===== src/rtl/vc_pkg.sv =====
package vc_pkg;
    typedef enum logic [1:0] {
        ST_IDLE  = 2'd0,
        ST_PROBE = 2'd1,
        ST_HIT   = 2'd2,
        ST_MISS  = 2'd3
    } vc_state_e;
endpackage


===== src/rtl/vc_match.sv =====
module vc_match #(
    parameter int ENTRIES = 4,
    parameter int ADDR_W  = 12,
    localparam int IDX_W  = $clog2(ENTRIES)
) (
    input  logic [ADDR_W-1:0] key,
    input  logic [ADDR_W-1:0] tags [ENTRIES],
    input  logic [ENTRIES-1:0] valid,
    output logic               hit,
    output logic [IDX_W-1:0]   hit_idx
);
    logic [ENTRIES-1:0] eq;

    // one comparator per entry, all in parallel
    for (genvar g = 0; g < ENTRIES; g++) begin : g_cmp
        assign eq[g] = valid[g] && (tags[g] == key);
    end

    always_comb begin
        hit     = |eq;
        hit_idx = '0;
        for (int i = ENTRIES - 1; i >= 0; i--) begin
            if (eq[i]) hit_idx = IDX_W'(i);
        end
    end
endmodule


===== src/rtl/vc_lru.sv =====
module vc_lru #(
    parameter int ENTRIES = 4,
    localparam int IDX_W  = $clog2(ENTRIES)
) (
    input  logic               clk,
    input  logic               rst_n,
    input  logic               touch,
    input  logic [IDX_W-1:0]   touch_idx,
    input  logic [ENTRIES-1:0] valid,
    output logic [IDX_W-1:0]   victim_idx
);
    // age 0 = most recent; ages always form a permutation
    logic [IDX_W-1:0] age [ENTRIES];

    always_ff @(posedge clk) begin
        if (!rst_n) begin
            for (int i = 0; i < ENTRIES; i++) age[i] <= IDX_W'(i);
        end else if (touch) begin
            for (int i = 0; i < ENTRIES; i++) begin
                if (IDX_W'(i) == touch_idx)    age[i] <= '0;
                else if (age[i] < age[touch_idx]) age[i] <= age[i] + 1'b1;
            end
        end
    end

    always_comb begin
        logic found_free;
        found_free = 1'b0;
        victim_idx = '0;
        for (int i = ENTRIES - 1; i >= 0; i--) begin
            if (age[i] == IDX_W'(ENTRIES - 1)) victim_idx = IDX_W'(i);
        end
        for (int i = 0; i < ENTRIES; i++) begin
            if (!valid[i] && !found_free) begin
                victim_idx = IDX_W'(i);
                found_free = 1'b1;
            end
        end
    end
endmodule


===== src/rtl/vc_ctrl.sv =====
module vc_ctrl
    import vc_pkg::*;
(
    input  logic      clk,
    input  logic      rst_n,
    input  logic      lk_req,
    input  logic      probe_hit,
    output vc_state_e state,
    output logic      accept,
    output logic      lk_ready,
    output logic      resp_valid,
    output logic      resp_hit,
    output logic      nl_req
);
    vc_state_e nxt;

    always_comb begin
        nxt = state;
        unique case (state)
            ST_IDLE:  if (lk_req) nxt = ST_PROBE;
            ST_PROBE: nxt = probe_hit ? ST_HIT : ST_MISS;
            ST_HIT:   nxt = ST_IDLE;
            ST_MISS:  nxt = ST_IDLE;
        endcase
    end

    always_ff @(posedge clk) begin
        if (!rst_n) state <= ST_IDLE;
        else        state <= nxt;
    end

    always_comb begin
        lk_ready   = 1'b0;
        resp_valid = 1'b0;
        resp_hit   = 1'b0;
        nl_req     = 1'b0;
        unique case (state)
            ST_IDLE:  lk_ready = 1'b1;
            ST_PROBE: ;
            ST_HIT:   begin resp_valid = 1'b1; resp_hit = 1'b1; end
            ST_MISS:  begin resp_valid = 1'b1; nl_req = 1'b1; end
        endcase
        accept = lk_ready && lk_req;
    end
endmodule


===== src/rtl/victim_cache_swap.sv =====
module victim_cache_swap
    import vc_pkg::*;
#(
    parameter int ENTRIES = 4,
    parameter int ADDR_W  = 12,
    parameter int DATA_W  = 32
) (
    input  logic              clk,
    input  logic              rst_n,
    input  logic              lk_req,
    input  logic [ADDR_W-1:0] lk_addr,
    output logic              lk_ready,
    input  logic              ev_valid,
    input  logic [ADDR_W-1:0] ev_addr,
    input  logic [DATA_W-1:0] ev_data,
    input  logic              ev_dirty,
    output logic              resp_valid,
    output logic              resp_hit,
    output logic [DATA_W-1:0] resp_data,
    output logic              resp_dirty,
    output logic              nl_req,
    output logic [ADDR_W-1:0] nl_addr,
    output logic              wb_valid,
    output logic [ADDR_W-1:0] wb_addr,
    output logic [DATA_W-1:0] wb_data
);
    localparam int IDX_W = $clog2(ENTRIES);

    logic [ADDR_W-1:0]  tag_q   [ENTRIES];
    logic [DATA_W-1:0]  data_q  [ENTRIES];
    logic [ENTRIES-1:0] valid_q, dirty_q;

    logic [ADDR_W-1:0] req_addr_q, ev_addr_q;
    logic [DATA_W-1:0] ev_data_q;
    logic              ev_valid_q, ev_dirty_q;
    logic [DATA_W-1:0] rdata_q;
    logic              rdirty_q, wb_pend_q;
    logic [ADDR_W-1:0] wb_addr_q;
    logic [DATA_W-1:0] wb_data_q;

    vc_state_e         state;
    logic              accept, probe_hit;
    logic [IDX_W-1:0]  hit_idx, victim_idx, slot;
    logic              write_slot, touch;

    vc_ctrl u_ctrl (
        .clk(clk), .rst_n(rst_n), .lk_req(lk_req), .probe_hit(probe_hit),
        .state(state), .accept(accept), .lk_ready(lk_ready),
        .resp_valid(resp_valid), .resp_hit(resp_hit), .nl_req(nl_req)
    );

    vc_match #(.ENTRIES(ENTRIES), .ADDR_W(ADDR_W)) u_match (
        .key(req_addr_q), .tags(tag_q), .valid(valid_q),
        .hit(probe_hit), .hit_idx(hit_idx)
    );

    vc_lru #(.ENTRIES(ENTRIES)) u_lru (
        .clk(clk), .rst_n(rst_n), .touch(touch), .touch_idx(slot),
        .valid(valid_q), .victim_idx(victim_idx)
    );

    // a hit always rewrites its slot (swap or free); a miss only stores a real line
    always_comb begin
        slot       = probe_hit ? hit_idx : victim_idx;
        write_slot = (state == ST_PROBE) && (probe_hit || ev_valid_q);
        touch      = write_slot && ev_valid_q;
    end

    always_ff @(posedge clk) begin
        if (accept) begin
            req_addr_q <= lk_addr;
            ev_valid_q <= ev_valid;
            ev_addr_q  <= ev_addr;
            ev_data_q  <= ev_data;
            ev_dirty_q <= ev_dirty;
        end
    end

    always_ff @(posedge clk) begin
        if (!rst_n) begin
            valid_q   <= '0;
            dirty_q   <= '0;
            wb_pend_q <= 1'b0;
        end else begin
            if (state == ST_PROBE) begin
                rdata_q   <= data_q[hit_idx];
                rdirty_q  <= dirty_q[hit_idx];
                wb_pend_q <= !probe_hit && ev_valid_q
                             && valid_q[victim_idx] && dirty_q[victim_idx];
                wb_addr_q <= tag_q[victim_idx];
                wb_data_q <= data_q[victim_idx];
            end
            if (write_slot) begin
                valid_q[slot] <= ev_valid_q;
                dirty_q[slot] <= ev_dirty_q;
                tag_q[slot]   <= ev_addr_q;
                data_q[slot]  <= ev_data_q;
            end
        end
    end

    assign resp_data  = rdata_q;
    assign resp_dirty = rdirty_q;
    assign nl_addr    = req_addr_q;
    assign wb_valid   = (state == ST_MISS) && wb_pend_q;
    assign wb_addr    = wb_addr_q;
    assign wb_data    = wb_data_q;
endmodule


===== config.mk =====
export PLATFORM = sky130hd
export DESIGN_NAME = victim_cache_swap
export DESIGN_NICKNAME = d
export VERILOG_FILES = /design/src/rtl/vc_pkg.sv /design/src/rtl/vc_match.sv /design/src/rtl/vc_lru.sv /design/src/rtl/vc_ctrl.sv /design/src/rtl/victim_cache_swap.sv
export SDC_FILE = /design/constraint.sdc
export NUM_CORES = 1
export LEC_CHECK = 0
export ABC_AREA = 1
export CORE_ASPECT_RATIO = 1.1
export CORE_MARGIN = 2
export CORE_UTILIZATION = 50
export CTS_BUF_LIST = sky130_fd_sc_hd__clkbuf_4
export DETAILED_ROUTE_END_ITERATION = 12
export PLACE_DENSITY = 0.72
export SLEW_MARGIN = 20
export SYNTH_ARGS = -nofsm -noshare
export SYNTH_HDL_FRONTEND = slang
export SYNTH_SLANG_ARGS = --single-unit

===== constraint.sdc =====
create_clock -name clk -period 16.6 [get_ports clk]
set_input_delay 2.49 -clock clk [delete_from_list [all_inputs] [get_ports clk]]
set_output_delay 2.49 -clock clk [all_outputs]
set_load 0.1 [all_outputs]

==> results of run 1 <==
[flip-flops by register name (all words and copies together), names as in the netlist, 4 cells and up]
name	cells
wb_addr	12
u_lru.age	8
resp_data	32
nl_addr	12
valid_q	4
tag_q	48
ev_addr_q	12
ev_data_q	32
dirty_q	4
data_q	128
wb_data	32
[layout make-up]
class                   count  area share
inverters                  98      0.0216
clock buffers             123      0.0539
clock inverters            30     0.00943
flip-flops and latches    330       0.572
well taps                 363      0.0265
repair buffers            164      0.0956
diodes                      1    0.000146
multi-input cells         760       0.220
[how the worst max path moves through the flow]
| stage | to | from | slack, ns | cells after the start |
|---|---|---|---|---|
| 2_1_floorplan | u_lru.age[3][0] | rst_n | 9.47 | 10 |
| 3_3_place_gp | wb_addr[3] | rst_n | 11.33 | 4 |
| 3_5_place_dp | wb_addr[3] | rst_n | 11.31 | 4 |
| 4_1_cts | nl_addr[3] | nl_addr[3] | 11.51 | 1 |
| 5_1_grt | nl_addr[3] | nl_addr[3] | 11.48 | 1 |
| 6_report | nl_addr[3] | nl_addr[3] | 11.56 | 1 |
[where the power goes]
| part | leakage (nW) | switching, mW | internal [mW] |
|---|---|---|---|
| Combinational | 2.91 | 0.174 | 0.0582 |
| Sequential | 3.00 | 0.0236 | 0.956 |
| Clock | 0.645 | 0.323 | 0.359 |
| Total | 6.55 | 0.520 | 1.37 |
[cell families (layout without fill, tap and decap cells)]
family                     count (synthesis)  count (layout)  share of synthesized area
AOI/OAI and AO/OA                        274             274                      0.104
xor gates and xnor gates                   3               3                    0.00186
buffers and inverters                    151             415                     0.0440
DFF                                      330             330                      0.693
muxes                                     32              32                     0.0227
adders and majority gates                  4               4                    0.00354
and+or+nand+nor                          447             447                      0.131
other                                      0               1                          0
[synth_stat cells, drive strengths merged]
library cell / instances
edfxtp: 319
nand2: 251
nor2: 138
o21ai: 124
inv: 95
a21oi: 80
o22ai: 64
nand3: 45
clkbuf: 41
mux2i: 32
buf: 12
dfxtp: 11
nand4: 6
ha: 4
clkinv: 3
xnor2: 3
nand3b: 2
o211ai: 2
o311ai: 2
a22o: 1
a31o: 1
and2: 1
and3: 1
nor3: 1
nor4: 1
or2: 1
[routing by layer]
metal,up-vias,wire length (microns),GRT usage
met5,-,0,0
met2,407,17400,0.391
met4,0,793,0.0891
met1,4820,13800,0.296
met3,69,2370,0.0495
li1,4846,-,-
[placed cells by master (no fill, tap or decap), types with 22 or more instances in the layout]
master	synthesis	layout
a21oi_1	80	80
clkbuf_4	0	123
clkdlybuf4s50_1	0	154
clkinv_1	3	22
edfxtp_1	319	319
inv_1	76	75
inv_2	18	22
mux2i_1	32	32
nand2_1	243	242
nand3_1	41	41
nor2_1	135	129
o21ai_0	119	119
o22ai_1	64	64
[metrics by stage]
stage / utilization / hold WS [ns] / power, mW
final: 0.616 / 0.482 / 1.89
after global routing: 0.616 / 0.508 / 1.97
after detailed placement: 0.576 / 0.475 / 1.23
after floorplan: - / 0.444 / 1.16
after global placement: 0.576 / 0.471 / 1.23
after CTS: 0.615 / 0.485 / 1.91
==> run metrics, run 1 <==
Rows 64; CP delay by family, top buffers and inverters; Worst Tran Pin Value around 1.1 ns; crit path cell chain clkdlybuf4s50_1; grt total ovfl 0; TritonCTS clock tree done; CORE AREA 0.0278 sq mm; Fin Clk Skew about 0.06 ns; FF-to-FF End tag_q[22]; vias after detailed routing 10.1k; worst skew pair latency 0.70 ns; CTS max path bufs 3; initial antenna violation count 1; Post-Layout Cell Count between 1.5k and 2k; fill count 2218; CTS clk-pin slew, worst paths 0.06 ns; input/output buffers around 150; nets@finish 1503; status complete, no violations; pin count of the biggest net entering global routing 102; first-pass GRT wire length between 50000 and 60000 microns; dominant cells by area after synthesis edfxtp_1 (68%), nand2_1 (6.5%), o21ai_0 (4.2%), nor2_1 (3.6%), a21oi_1 (2.8%); RSZ-0062 raised after global routing no; CP required 14.11 ns; vias in the first global route 10.1k; max-cap violations 0; number of buffers and inverters on the critical path 1; crit path launch type flip-flop; Synth Area per Inst 11.4 sq um; highest clock rate around 0.20 GHz; crit end category output port; reg2reg setup slack 12.30 ns; Synth cell types 37; total global-route track usage 0.233; Multi-input gate area about 0.0038 sq mm; Die X 164 microns; Register Area 0.00980 sq mm; Setup TNS 0 ns; Synth Instances roughly 1.2k; initial core utilization 0.509; P_leak 6.55 nW; Hold Path Class flip-flop to flip-flop; final WL ~34000 microns; synthesis-to-layout area growth 21.1%; Tmin final 5.04 ns; average vias per placed instance 5.43; share of layout cells above drive strength 1 0.126; Post-CTS Setup Inserts 0; Synth area leader edfxtp_1; setup ws final 11.56 ns; CTS Sinks 330; hpwl dp 20900 microns; Residual DRC 0; number of cells after detailed placement roughly 1.7k; Pre-antenna DRT Iters 7; Routed Antenna Nets 0; hold buffer count at CTS 0; hold endpoint data_q[3][30]; Max-Slew Margin vs Limit 0.283; PD cells 111 mW/mm^2; DR WL/cell about 18 microns; critical path type flip-flop to output port; worst-path maximum fanout 9; die height about 180 microns; worst hold start ev_data_q[30]; Hold Path Stages 0; CTS buffer count 84; Max VDD drop 0.0675 mV; area post-placement between 0.015 and 0.02 sq mm; synthesized net count 1306; H-tree depth 3; Ports 155; Place WS approximately 11 ns; post_cts resized 0; Synth Cell Area 0.0141 sq mm; die area 0.0296 sq mm; Yosys top cell area share 0.678; WP data arrival 2.55 ns; Critical R2R Launch nl_addr[3]; DR iter-0 viols 874; final hold violation count 0; slowest CP cell clkdlybuf4s50_1; Final Cell Area 0.0171 sq mm; Critical Path Max Stage Delay 1.24 ns; Root Buffer clkbuf_4; Synth Register Bits 330; Setup-failing EPs final 0; FF-to-FF path depth 15; Final GP Congestion 0.939; fin crit share 0.304; Yosys Warn Count 0; sequential area share after synthesis 0.693; Slew Viols, Final 0
(Power assumes the default switching activity.)
==> inputs of run 2 (changes only) <==
--- a/config.mk
+++ b/config.mk
@@ -11,7 +11,7 @@
 export CORE_UTILIZATION = 50
 export CTS_BUF_LIST = sky130_fd_sc_hd__clkbuf_4
 export DETAILED_ROUTE_END_ITERATION = 12
-export PLACE_DENSITY = 0.72
+export PLACE_DENSITY = 0.75
 export SLEW_MARGIN = 20
 export SYNTH_ARGS = -nofsm -noshare
 export SYNTH_HDL_FRONTEND = slang
==> constraint.sdc (replaced) <==
create_clock -name clk -period 4.4 [get_ports clk]
set_input_delay 0.66 -clock clk [delete_from_list [all_inputs] [get_ports clk]]
set_output_delay 0.66 -clock clk [all_outputs]
set_load 0.1 [all_outputs]
==> run 2 against run 1 <==
Hold slack got worse by 0.0054 ns; final area shrank 0.64%; sequential power grew to 3.8 times the previous value.
==> run metrics, run 2 (same netlist as run 1, synthesis figures left out) <==
status complete, no violations; DR iter-0 viols about 800; final WL between 30000 and 40000 microns; vias after detailed routing 10.3k; area post-placement 0.0161 sq mm; CTS clk-pin slew, worst paths 0.06 ns; vias in the first global route 10.3k; nets@finish 1502; Root Buffer clkbuf_4; initial core utilization 0.509; TritonCTS clock tree done; crit path launch type flip-flop; highest clock rate 0.301 GHz; Pint 5.01 mW; Post-CTS Setup Inserts 0; fill count around 2.2k; Setup TNS 0 ns; final hold violation count 0; CTS Sinks 330; max reg flops approximately 130; CTS buffer count 80; Tmin final ~3.3 ns; hpwl dp 21300 microns; Flop pwr share 0.533; Final GP Congestion between 0.9 and 1; die area around 0.03 sq mm; combinational share of power 0.127; Final Cell Area between 0.015 and 0.02 sq mm; launch point of the worst path nl_addr[8]; Routed Antenna Nets 0; Critical R2R Launch nl_addr[8]; DR WL/cell about 19 microns; CP required 4.69 ns; commonest non-fill, non-tap cells in the layout edfxtp_1 (319), nand2_1 (242), clkdlybuf4s50_1 (154), nor2_1 (129), o21ai_0 (119); worst-path maximum fanout 44; Place WS 1.01 ns; initial antenna violation count 1; post_cts resized 0; first-pass GRT wire length 53100 microns; sw power 1.91 mW; Ports 155; Max VDD drop around 0.22 mV; Hold Path Class flip-flop to flip-flop; input/output buffers 154; Residual DRC 0; Clk pwr share 0.340; max-cap violations 0; RSZ-0062 raised after global routing no; reg2reg setup slack 1.08 ns; pin count of the biggest net entering global routing between 100 and 150; Worst Tran Pin Value 1.06 ns; Setup-failing EPs final 0; critical path type flip-flop to flip-flop; synthesis-to-layout area growth 20.3%; Post-Layout Cell Count 1853; worst hold start wb_pend_q; Slew Viols, Final 0; Rows between 60 and 70; share of layout cells above drive strength 1 0.117; average vias per placed instance approximately 5.6; Pre-antenna DRT Iters 6; Top Registers data_q: 128 flops, tag_q: 48 flops; total global-route track usage 0.234; setup ws final about 1.1 ns; H-tree depth 3; CORE AREA approximately 0.028 sq mm; grt total ovfl 0; PD cells roughly 410 mW/mm^2; most common cell after layout, fill and taps aside edfxtp_1; Die X 164 microns; Hold WS 0.476 ns; Sw Share 0.276; Biggest register data_q; number of cells after detailed placement 1718; CTS max path bufs 3; crit end category flip-flop; Fin Clk Skew roughly 0.045 ns; worst skew pair latency 0.70 ns; hold buffer count at CTS 0; Max-Slew Margin vs Limit 0.296; P_leak 6.48 nW; die height 180 microns; fin crit share 0.754; WP data arrival 3.61 ns
==> run 2: worst max-delay path: stages (launching register included) <==
cell      delay [ns]
edfxtp_1        0.50
inv_2           0.10
nand2_1         0.10
nand2_1         0.06
nor2_1          0.15
nand3_1         0.09
nor2_1          0.11
nand2_1         0.10
nand2_2         0.11
nand2_4         0.23
nand2_4         0.22
inv_2           0.06
nor2_2          0.17
nand2_1         0.14
nor2_4          0.11
buf_4           0.61
==> run 2: worst paths after layout <==
kind | endpoint | cells after the start
min | wb_pend_q | 2
min reg2reg | wb_pend_q | 2
max reg2reg | data_q[1][20] | 15
max | data_q[1][20] | 15
==> run 2: layout make-up <==
class,instances,area (sq um),share of cell area
Tap cell,363,454,0.0267
Clock buffer,106,796,0.0468
Antenna cell,1,2.50,0.000147
Timing Repair Buffer,167,1660,0.0978
Inverter,98,370,0.0218
Sequential cell,330,9800,0.576
Clock inverter,28,153,0.00897
Multi-Input combinational cell,760,3770,0.222
==> run 2: layer usage <==
metal  vias up  routed length, microns  global-route usage
met2       483                   17200               0.391
li1       4834                       -                   -
met5         -                       0                   0
met4         0                    1140               0.111
met1      4875                   13500               0.293
met3       102                    2880              0.0442
==> run 2: through the flow <==
| step | utilization | power (mW) |
|---|---|---|
| 3_5_place_dp | 0.578 | 4.64 |
| 3_3_place_gp | 0.578 | 4.62 |
| 6_report | 0.612 | 6.92 |
| 4_1_cts | 0.612 | 6.99 |
| 5_1_grt | 0.612 | 7.19 |
| 2_1_floorplan | - | 4.36 |
==> run 2: power groups by stage <==
stage          Clock [mW]  Combinational (mW)  Sequential [mW]
2_1_floorplan           0               0.286             4.07
3_3_place_gp            0               0.870             3.75
3_5_place_dp            0               0.879             3.76
4_1_cts              2.41               0.882             3.69
5_1_grt              2.56               0.927             3.70
6_report             2.35               0.881             3.69
